`config.mk`:
```
export PLATFORM = sky130hd
export DESIGN_NAME = rx_poll_seq
export DESIGN_NICKNAME = d
export VERILOG_FILES = /design/src/rtl/rx_poll_pkg.sv /design/src/rtl/rx_poll_regs.sv /design/src/rtl/rx_poll_sync.sv /design/src/rtl/rx_poll_timebase.sv /design/src/rtl/rx_poll_fsm.sv /design/src/rtl/rx_poll_seq.sv
export SDC_FILE = /design/constraint.sdc
export NUM_CORES = 1
export LEC_CHECK = 0
export ABC_AREA = 0
export BUFFER_PORTS_ARGS = -buffer_cell sky130_fd_sc_hd__buf_2
export CORE_UTILIZATION = 25
export CTS_CLUSTER_SIZE = 28
export DETAILED_ROUTE_END_ITERATION = 16
export HOLD_SLACK_MARGIN = 0.12
export PLACE_DENSITY = 0.5
export SYNTH_ARGS = -nofsm -noshare
export SYNTH_HDL_FRONTEND = slang
export SYNTH_SLANG_ARGS = --single-unit
```
`constraint.sdc`:
```
create_clock -name clk -period 6.9 [get_ports clk]
set_input_delay 1.725 -clock clk [delete_from_list [all_inputs] [get_ports clk]]
set_output_delay 1.725 -clock clk [all_outputs]
set_load 0.03 [all_outputs]
```
`src/rtl/rx_poll_pkg.sv`:
```
`timescale 1ns/1ps
package rx_poll_pkg;

   typedef enum logic [1:0] {
      ST_SLEEP  = 2'd0,
      ST_CPU    = 2'd1,
      ST_RF     = 2'd2,
      ST_ACTIVE = 2'd3
   } seq_state_t;

   // register addresses
   localparam int unsigned ADR_CFG    = 1;
   localparam int unsigned ADR_DIV    = 3;
   localparam int unsigned ADR_OFF_HI = 4;
   localparam int unsigned ADR_OFF_LO = 5;
   localparam int unsigned ADR_CPU    = 6;
   localparam int unsigned ADR_RF_HI  = 7;
   localparam int unsigned ADR_RF_LO  = 8;

   // configuration bit positions
   localparam int unsigned CFG_POLL_BIT = 0;
   localparam int unsigned CFG_CAL_BIT  = 1;
   localparam int unsigned CFG_PRE_LSB  = 2;

endpackage

```
`src/rtl/rx_poll_regs.sv`:
```
`timescale 1ns/1ps
module rx_poll_regs
   import rx_poll_pkg::*;
#(
   parameter int unsigned ADDR_W   = 4,
   parameter int unsigned DATA_W   = 8,
   parameter int unsigned TIMER_W  = 16,
   parameter int unsigned CPU_W    = 8,
   parameter int unsigned DIV_W    = 8,
   parameter int unsigned PRE_SEL_W = 2
)(
   input  logic                 clk,
   input  logic                 rst_n,
   input  logic                 wr_en,
   input  logic [ADDR_W-1:0]    wr_addr,
   input  logic [DATA_W-1:0]    wr_data,
   input  logic                 cal_done,
   input  logic                 auto_pend,
   output logic                 poll_en,
   output logic [PRE_SEL_W-1:0] pre_sel,
   output logic [DIV_W-1:0]     div_val,
   output logic [TIMER_W-1:0]   off_val,
   output logic [CPU_W-1:0]     cpu_val,
   output logic [TIMER_W-1:0]   rf_val,
   output logic                 sw_cal,
   output logic                 cal_flag
);

   logic hit_cfg, hit_div, hit_off_hi, hit_off_lo, hit_cpu, hit_rf_hi, hit_rf_lo;
   logic cal_start;

   assign hit_cfg    = wr_en && (wr_addr == ADDR_W'(ADR_CFG));
   assign hit_div    = wr_en && (wr_addr == ADDR_W'(ADR_DIV));
   assign hit_off_hi = wr_en && (wr_addr == ADDR_W'(ADR_OFF_HI));
   assign hit_off_lo = wr_en && (wr_addr == ADDR_W'(ADR_OFF_LO));
   assign hit_cpu    = wr_en && (wr_addr == ADDR_W'(ADR_CPU));
   assign hit_rf_hi  = wr_en && (wr_addr == ADDR_W'(ADR_RF_HI));
   assign hit_rf_lo  = wr_en && (wr_addr == ADDR_W'(ADR_RF_LO));
   assign cal_start  = hit_cfg && wr_data[CFG_CAL_BIT];

   // plain configuration and timer storage
   always_ff @(posedge clk or negedge rst_n) begin
      if (!rst_n) begin
         poll_en <= 1'b0;
         pre_sel <= '0;
         div_val <= '0;
         off_val <= '0;
         cpu_val <= '0;
         rf_val  <= '0;
      end else begin
         if (hit_cfg) begin
            poll_en <= wr_data[CFG_POLL_BIT];
            pre_sel <= wr_data[CFG_PRE_LSB +: PRE_SEL_W];
         end
         if (hit_div)    div_val <= wr_data[DIV_W-1:0];
         if (hit_off_hi) off_val[DATA_W +: DATA_W] <= wr_data;
         if (hit_off_lo) off_val[0 +: DATA_W]      <= wr_data;
         if (hit_cpu)    cpu_val <= wr_data[CPU_W-1:0];
         if (hit_rf_hi)  rf_val[DATA_W +: DATA_W]  <= wr_data;
         if (hit_rf_lo)  rf_val[0 +: DATA_W]       <= wr_data;
      end
   end

   // self-clearing software start and sticky completion flag
   always_ff @(posedge clk or negedge rst_n) begin
      if (!rst_n) begin
         sw_cal   <= 1'b0;
         cal_flag <= 1'b0;
      end else begin
         if (cal_start)     sw_cal <= 1'b1;
         else if (cal_done) sw_cal <= 1'b0;

         if (cal_start)                             cal_flag <= 1'b0;
         else if (cal_done && (sw_cal || auto_pend)) cal_flag <= 1'b1;
      end
   end

endmodule

```
`src/rtl/rx_poll_sync.sv`:
```
`timescale 1ns/1ps
module rx_poll_sync #(
   parameter int unsigned STAGES    = 2,
   parameter logic        RESET_VAL = 1'b1
)(
   input  logic clk,
   input  logic rst_n,
   input  logic d,
   output logic q
);

   if (STAGES == 1) begin : g_single
      logic stg;
      always_ff @(posedge clk or negedge rst_n) begin
         if (!rst_n) stg <= RESET_VAL;
         else        stg <= d;
      end
      assign q = stg;
   end else begin : g_chain
      logic [STAGES-1:0] stg;
      always_ff @(posedge clk or negedge rst_n) begin
         if (!rst_n) stg <= {STAGES{RESET_VAL}};
         else        stg <= {stg[STAGES-2:0], d};
      end
      assign q = stg[STAGES-1];
   end

endmodule

```
`src/rtl/rx_poll_timebase.sv`:
```
`timescale 1ns/1ps
module rx_poll_timebase #(
   parameter int unsigned DIV_W     = 8,
   parameter int unsigned CNT_W     = 16,
   parameter int unsigned PRE_LOG   = 2,
   parameter int unsigned PRE_CODES = 4,
   localparam int unsigned PRE_SEL_W = $clog2(PRE_CODES),
   localparam int unsigned PRE_W     = (PRE_LOG * (PRE_CODES - 1) > 0) ? PRE_LOG * (PRE_CODES - 1) : 1
)(
   input  logic                 clk,
   input  logic                 rst_n,
   input  logic                 clear,
   input  logic [DIV_W-1:0]     div_val,
   input  logic [PRE_SEL_W-1:0] pre_sel,
   input  logic [CNT_W-1:0]     target,
   output logic                 expire
);

   logic [DIV_W-1:0] div_cnt, div_lim;
   logic [PRE_W-1:0] pre_cnt, pre_lim;
   logic [CNT_W-1:0] ivl_cnt, tgt_lim;
   logic             tick, base_hit;

   // zero values behave as one
   assign div_lim = (div_val == '0) ? '0 : div_val - 1'b1;
   assign tgt_lim = (target  == '0) ? '0 : target  - 1'b1;

   // prescale code k selects 2^(PRE_LOG*k) ticks per base period
   always_comb begin
      pre_lim = '0;
      for (int k = 0; k < PRE_CODES; k++) begin
         if (pre_sel == PRE_SEL_W'(k)) pre_lim = PRE_W'((1 << (PRE_LOG * k)) - 1);
      end
   end

   assign tick     = (div_cnt == div_lim);
   assign base_hit = tick && (pre_cnt == pre_lim);
   assign expire   = base_hit && (ivl_cnt == tgt_lim);

   always_ff @(posedge clk or negedge rst_n) begin
      if (!rst_n) begin
         div_cnt <= '0;
         pre_cnt <= '0;
         ivl_cnt <= '0;
      end else if (clear) begin
         div_cnt <= '0;
         pre_cnt <= '0;
         ivl_cnt <= '0;
      end else begin
         div_cnt <= tick ? '0 : div_cnt + 1'b1;
         if (tick)     pre_cnt <= base_hit ? '0 : pre_cnt + 1'b1;
         if (base_hit) ivl_cnt <= ivl_cnt + 1'b1;
      end
   end

endmodule

```
`src/rtl/rx_poll_fsm.sv`:
```
`timescale 1ns/1ps
module rx_poll_fsm
   import rx_poll_pkg::*;
(
   input  logic       clk,
   input  logic       rst_n,
   input  logic       poll_en,
   input  logic       expire,
   input  logic       line_low,
   input  logic       host_release,
   input  logic       cal_done,
   output seq_state_t state,
   output logic       clear,
   output logic       auto_pend,
   output logic       rx_pwr_en,
   output logic       det_en
);

   seq_state_t nxt;
   logic       ack_q;
   logic       in_window;

   assign in_window = (state == ST_CPU) || (state == ST_RF);

   always_comb begin
      nxt = state;
      if (!poll_en) begin
         nxt = ST_SLEEP;
      end else begin
         case (state)
            ST_SLEEP:  if (expire) nxt = ST_CPU;
            ST_CPU:    if (expire) nxt = ST_RF;
            ST_RF:     if (expire) nxt = (ack_q || line_low) ? ST_ACTIVE : ST_SLEEP;
            ST_ACTIVE: if (host_release) nxt = ST_SLEEP;
            default:   nxt = ST_SLEEP;
         endcase
      end
   end

   // interval counters restart on every state change and idle otherwise
   assign clear = (nxt != state) || !poll_en || (state == ST_ACTIVE);

   always_ff @(posedge clk or negedge rst_n) begin
      if (!rst_n) begin
         state     <= ST_SLEEP;
         ack_q     <= 1'b0;
         auto_pend <= 1'b0;
      end else begin
         state     <= nxt;
         ack_q     <= ((nxt == ST_CPU) || (nxt == ST_RF)) && (ack_q || (in_window && line_low));
         auto_pend <= (nxt == ST_RF) && ((state == ST_CPU) || (auto_pend && !cal_done));
      end
   end

   assign rx_pwr_en = (state == ST_RF) || (state == ST_ACTIVE);
   assign det_en    = (state == ST_ACTIVE);

endmodule

```
`src/rtl/rx_poll_seq.sv`:
```
`timescale 1ns/1ps
module rx_poll_seq
   import rx_poll_pkg::*;
#(
   parameter int unsigned ADDR_W      = 4,
   parameter int unsigned DATA_W      = 8,
   parameter int unsigned TIMER_W     = 16,
   parameter int unsigned CPU_W       = 8,
   parameter int unsigned DIV_W       = 8,
   parameter int unsigned SYNC_STAGES = 2,
   parameter int unsigned PRE_LOG     = 2,
   parameter int unsigned PRE_CODES   = 4
)(
   input  logic              clk,
   input  logic              rst_n,
   input  logic              wr_en,
   input  logic [ADDR_W-1:0] wr_addr,
   input  logic [DATA_W-1:0] wr_data,
   input  logic              cal_done,
   input  logic              data_line,
   input  logic              host_release,
   output logic              rx_pwr_en,
   output logic              det_en,
   output logic              cal_req,
   output logic              cal_flag,
   output logic [1:0]        seq_state
);

   localparam int unsigned PRE_SEL_W = $clog2(PRE_CODES);

   // elaboration-time parameter checks
   if (TIMER_W != 2 * DATA_W) begin : g_bad_timer_w
      $error("TIMER_W must be two data bytes wide");
   end
   if (CPU_W > DATA_W || CPU_W < 1) begin : g_bad_cpu_w
      $error("CPU_W must fit in one data byte");
   end
   if (DIV_W > DATA_W || DIV_W < 1) begin : g_bad_div_w
      $error("DIV_W must fit in one data byte");
   end
   if (ADDR_W < 4) begin : g_bad_addr_w
      $error("ADDR_W too narrow for the register map");
   end
   if (SYNC_STAGES < 1) begin : g_bad_sync
      $error("SYNC_STAGES must be at least one");
   end
   if (PRE_CODES < 2 || (1 << PRE_SEL_W) != PRE_CODES) begin : g_bad_pre
      $error("PRE_CODES must be a power of two of at least two");
   end

   logic                 poll_en, sw_cal, auto_pend;
   logic [PRE_SEL_W-1:0] pre_sel;
   logic [DIV_W-1:0]     div_val;
   logic [TIMER_W-1:0]   off_val, rf_val, target;
   logic [CPU_W-1:0]     cpu_val;
   logic                 line_sync, line_low, clear, expire;
   seq_state_t           state;

   rx_poll_regs #(
      .ADDR_W(ADDR_W), .DATA_W(DATA_W), .TIMER_W(TIMER_W),
      .CPU_W(CPU_W), .DIV_W(DIV_W), .PRE_SEL_W(PRE_SEL_W)
   ) u_regs (
      .clk(clk), .rst_n(rst_n), .wr_en(wr_en), .wr_addr(wr_addr),
      .wr_data(wr_data), .cal_done(cal_done), .auto_pend(auto_pend),
      .poll_en(poll_en), .pre_sel(pre_sel), .div_val(div_val),
      .off_val(off_val), .cpu_val(cpu_val), .rf_val(rf_val),
      .sw_cal(sw_cal), .cal_flag(cal_flag)
   );

   rx_poll_sync #(.STAGES(SYNC_STAGES), .RESET_VAL(1'b1)) u_sync (
      .clk(clk), .rst_n(rst_n), .d(data_line), .q(line_sync)
   );
   assign line_low = !line_sync;

   // interval length follows the current state
   always_comb begin
      case (state)
         ST_SLEEP: target = off_val;
         ST_CPU:   target = TIMER_W'(cpu_val);
         ST_RF:    target = rf_val;
         default:  target = '0;
      endcase
   end

   rx_poll_timebase #(
      .DIV_W(DIV_W), .CNT_W(TIMER_W), .PRE_LOG(PRE_LOG), .PRE_CODES(PRE_CODES)
   ) u_tb (
      .clk(clk), .rst_n(rst_n), .clear(clear), .div_val(div_val),
      .pre_sel(pre_sel), .target(target), .expire(expire)
   );

   rx_poll_fsm u_fsm (
      .clk(clk), .rst_n(rst_n), .poll_en(poll_en), .expire(expire),
      .line_low(line_low), .host_release(host_release), .cal_done(cal_done),
      .state(state), .clear(clear), .auto_pend(auto_pend),
      .rx_pwr_en(rx_pwr_en), .det_en(det_en)
   );

   assign cal_req   = sw_cal || auto_pend;
   assign seq_state = state;

endmodule

```
==> metrics.cfg <==
[finish]
nFillCells=2277
layout.nets=645
diodes=0
fin_area_um2=6340
final_layout_size_suffix_gt1_share_pct=19.0
area_delta_synth_final_pct=11.3

[global_route]
antenna_found_initial=0
grt_max_degree=47
grt_pass1_vias=4252
track_usage_pct=12.7
grt_pass1_wl_um=23700
grt_overflow=0

[worst_hold_path]
min-delay-start=u_sync.g_chain.stg[0]
holdCritPathClass=reg -> reg

[clocking]
path_clk_slew_ps=60
ctsHoldBuffers=0
clock_sinks=89
cts_buffer_depth=2
cts_tree=yes
post_cts_buffers=0
ctsResizeCount=0
htree_levels=3
worst_skew_pair.late_latency_ps=360
numCtsBuffers=9
clockRootBuffer=clkbuf_16

[routing]
drt-total-wl_um=14500
wl_per_cell_um=16.1
dr.first_iter.drc_count=401
drtPass1Iterations=5
vias=4705
vias_per_cell=5.22
detail-route-antenna-nets=0
drc=0

[worst_setup_path]
worstReg2RegStart=u_fsm.state[0]
worst_ep_arrival_time_ps=5630
critPathLaunchType=flop
path_max_fanout=26
critical_path.startpoint=u_fsm.state[0]
cp_data_required_time_ps=7180
cp-end-kind=flop
timing_worst_setup_path_type=reg -> reg

[sta]
setup_violations=0
clock-skew-final_ps=17.3
fmax_mhz=187
setup_ws_ps=1550
relSlewSlack_pct=25.9
drv_slew=0
rsz0062_at_grt=no
hold_viol=0
fin_tns_setup_ps=0
tightest_slew_ps=1110
finalCritPeriodShare_pct=77.5
fin_crit_ps=5350

[synthesis]
yosysTopAreaCell=dfrtp_1
ys_seq_elements=89
syn_nets=636
syn_inst=607
ys.warnings.count=0
avgSynthCellArea_um2=9.39
synth_edf_count=0
synth-main-ff-cell=dfrtp_1
seq_area_frac_synth_pct=39.1
async_flop_share_pct=100
synthDistinctLibCells=79
netlist_area_um2=5700
yosysTopAreaCellShare_pct=38.2
synth_area_leaders=dfrtp_1 38%, mux2_2 9.7%, nor2_1 3.4%, nand2_1 3.4%, o21ai_0 2.6%

[place]
place_area_um2=6070
portBuffers=23
place_congestion=0.837
hpwlAfterDp_um=10500
preCtsSetupSlack_ps=1610

[power]
total_leakage_power_nw=2.61
ir_worst_vdd_mv=0.135
fin_total_pwr_w=0.00162
p_per_area_nw_per_um2=256

[die]
ios=24
die_area_um2=23400
die_w_um=153
rows=54
fp.dieH_um=153
start_util_pct=25.8
core_area_um2=22100

[outcome]
status=completed

[flow_run]
drv_cap=0

## cell usage after synthesis, types with 3 or more instances
cell,instances
a211oi_1,4
a21oi_1,24
a222oi_1,8
a22o_1,4
a22oi_1,7
a311oi_1,3
a31oi_1,3
and3_1,7
and4_1,3
buf_2,3
buf_6,6
clkbuf_1,20
dfrtp_1,87
ha_1,11
inv_1,19
mux2_2,49
mux2i_1,4
nand2_1,51
nand2b_1,6
nand3_1,22
nand4_1,10
nor2_1,52
nor2b_1,4
nor3_1,25
nor3b_1,5
nor4_1,15
nor4b_1,5
o211ai_1,4
o21a_1,5
o21ai_0,30
o21ai_1,3
o31a_1,4
o31ai_1,5
or2_2,7
or3_1,8
or4_1,4
xnor2_1,14
xor2_1,12
## critical path, cell delays in order, from the launching register on
cell	delay, ps
dfrtp_1	460
inv_1	120
ha_1	510
a222oi_1	980
nand4_2	430
nor4_1	500
nand2_1	110
xor2_1	200
a311o_1	390
nor4_2	350
nand4_2	220
mux2i_1	170
a211oi_1	410
ha_1	310
nor2_1	100
## metrics by stage
stage,std cells,hold WS (ps),util (%)
floorplan,607,345,-
global placement,885,346,27.5
detailed placement,885,347,27.5
CTS,901,356,28.7
global route,901,366,28.7
finish,901,353,28.7
## final timing paths
| check | cells after the start | slack, ps | endpoint |
|---|---|---|---|
| min in group asynchronous | 1 | 1370 | u_regs.div_val[6] |
| hold / removal | 0 | 350 | u_sync.g_chain.stg[1] |
| setup / recovery | 14 | 1550 | u_fsm.ack_q |
| hold reg to reg | 0 | 350 | u_sync.g_chain.stg[1] |
| setup reg to reg | 14 | 1550 | u_fsm.ack_q |
| max in group asynchronous | 2 | 4550 | u_sync.g_chain.stg[0] |
## sequential cells by signal, indices dropped and copies added (netlist names), 6 cells and up
name	count
u_regs.off_val	16
u_regs.rf_val	16
u_tb.ivl_cnt	16
u_regs.cpu_val	8
u_regs.div_val	8
u_tb.div_cnt	8
u_tb.pre_cnt	6
## layout make-up
cell class,count,area [µm²],share of cell area (%)
Timing Repair Buffer,29,163,2.56
Tap cell,280,350,5.52
Multi-Input combinational cell,467,3250,51.3
Clock inverter,5,31.3,0.493
Clock buffer,11,243,3.83
Inverter,20,75.1,1.18
Sequential cell,89,2230,35.1
## layout by cell type, fill, tap and decap left out, drive strengths merged, types with 3 or more instances in the layout
cell and count:
nand2b 6, nor4 18, a21oi 25, o31ai 5, clkbuf 11, nor3 26
nand3 22, a311oi 3, clkinv 5, dfrtp 87, o311ai 4, a31oi 3
xnor2 14, nor2 54, nand4 12, or3 8, a222oi 8, o31a 4
o21ai 33, mux2i 4, a22oi 7, a22o 4, buf 29, nor4b 5
o211ai 4, ha 11, or2 7, mux2 49, nand2 51, o21a 5
a211oi 4, nor2b 4, xor2 12, and3 7, and4 3, or4 6
nor3b 5, inv 19
## power breakdown
part / leakage (nW) / internal (W) / switching (W) / total [W]
logic: 1.33 / 0.000207 / 0.000269 / 0.000476
registers: 1.14 / 0.000602 / 0.0000784 / 0.000680
clock network: 0.135 / 0.000253 / 0.000216 / 0.000469
## kinds of logic (layout without fill, tap and decap cells)
logic type / after synthesis / after routing / share of synthesized area [%]
compound gates: 128 / 128 / 15.5
xor+xnor: 27 / 27 / 4.39
fa+ha+maj: 11 / 11 / 2.41
buf+inv: 51 / 65 / 4.28
flops: 89 / 89 / 39.1
mux: 53 / 53 / 10.4
simple gates: 248 / 248 / 23.9
## per-layer routing
| metal | routed length [µm] | global-route usage, % |
|---|---|---|
| met1 | 7400 | 18.8 |
| met2 | 6360 | 18.8 |
| met3 | 643 | 2.21 |
| met4 | 146 | 3.32 |
| met5 | 0 | 0 |
Power figures use the tool's default switching activity.
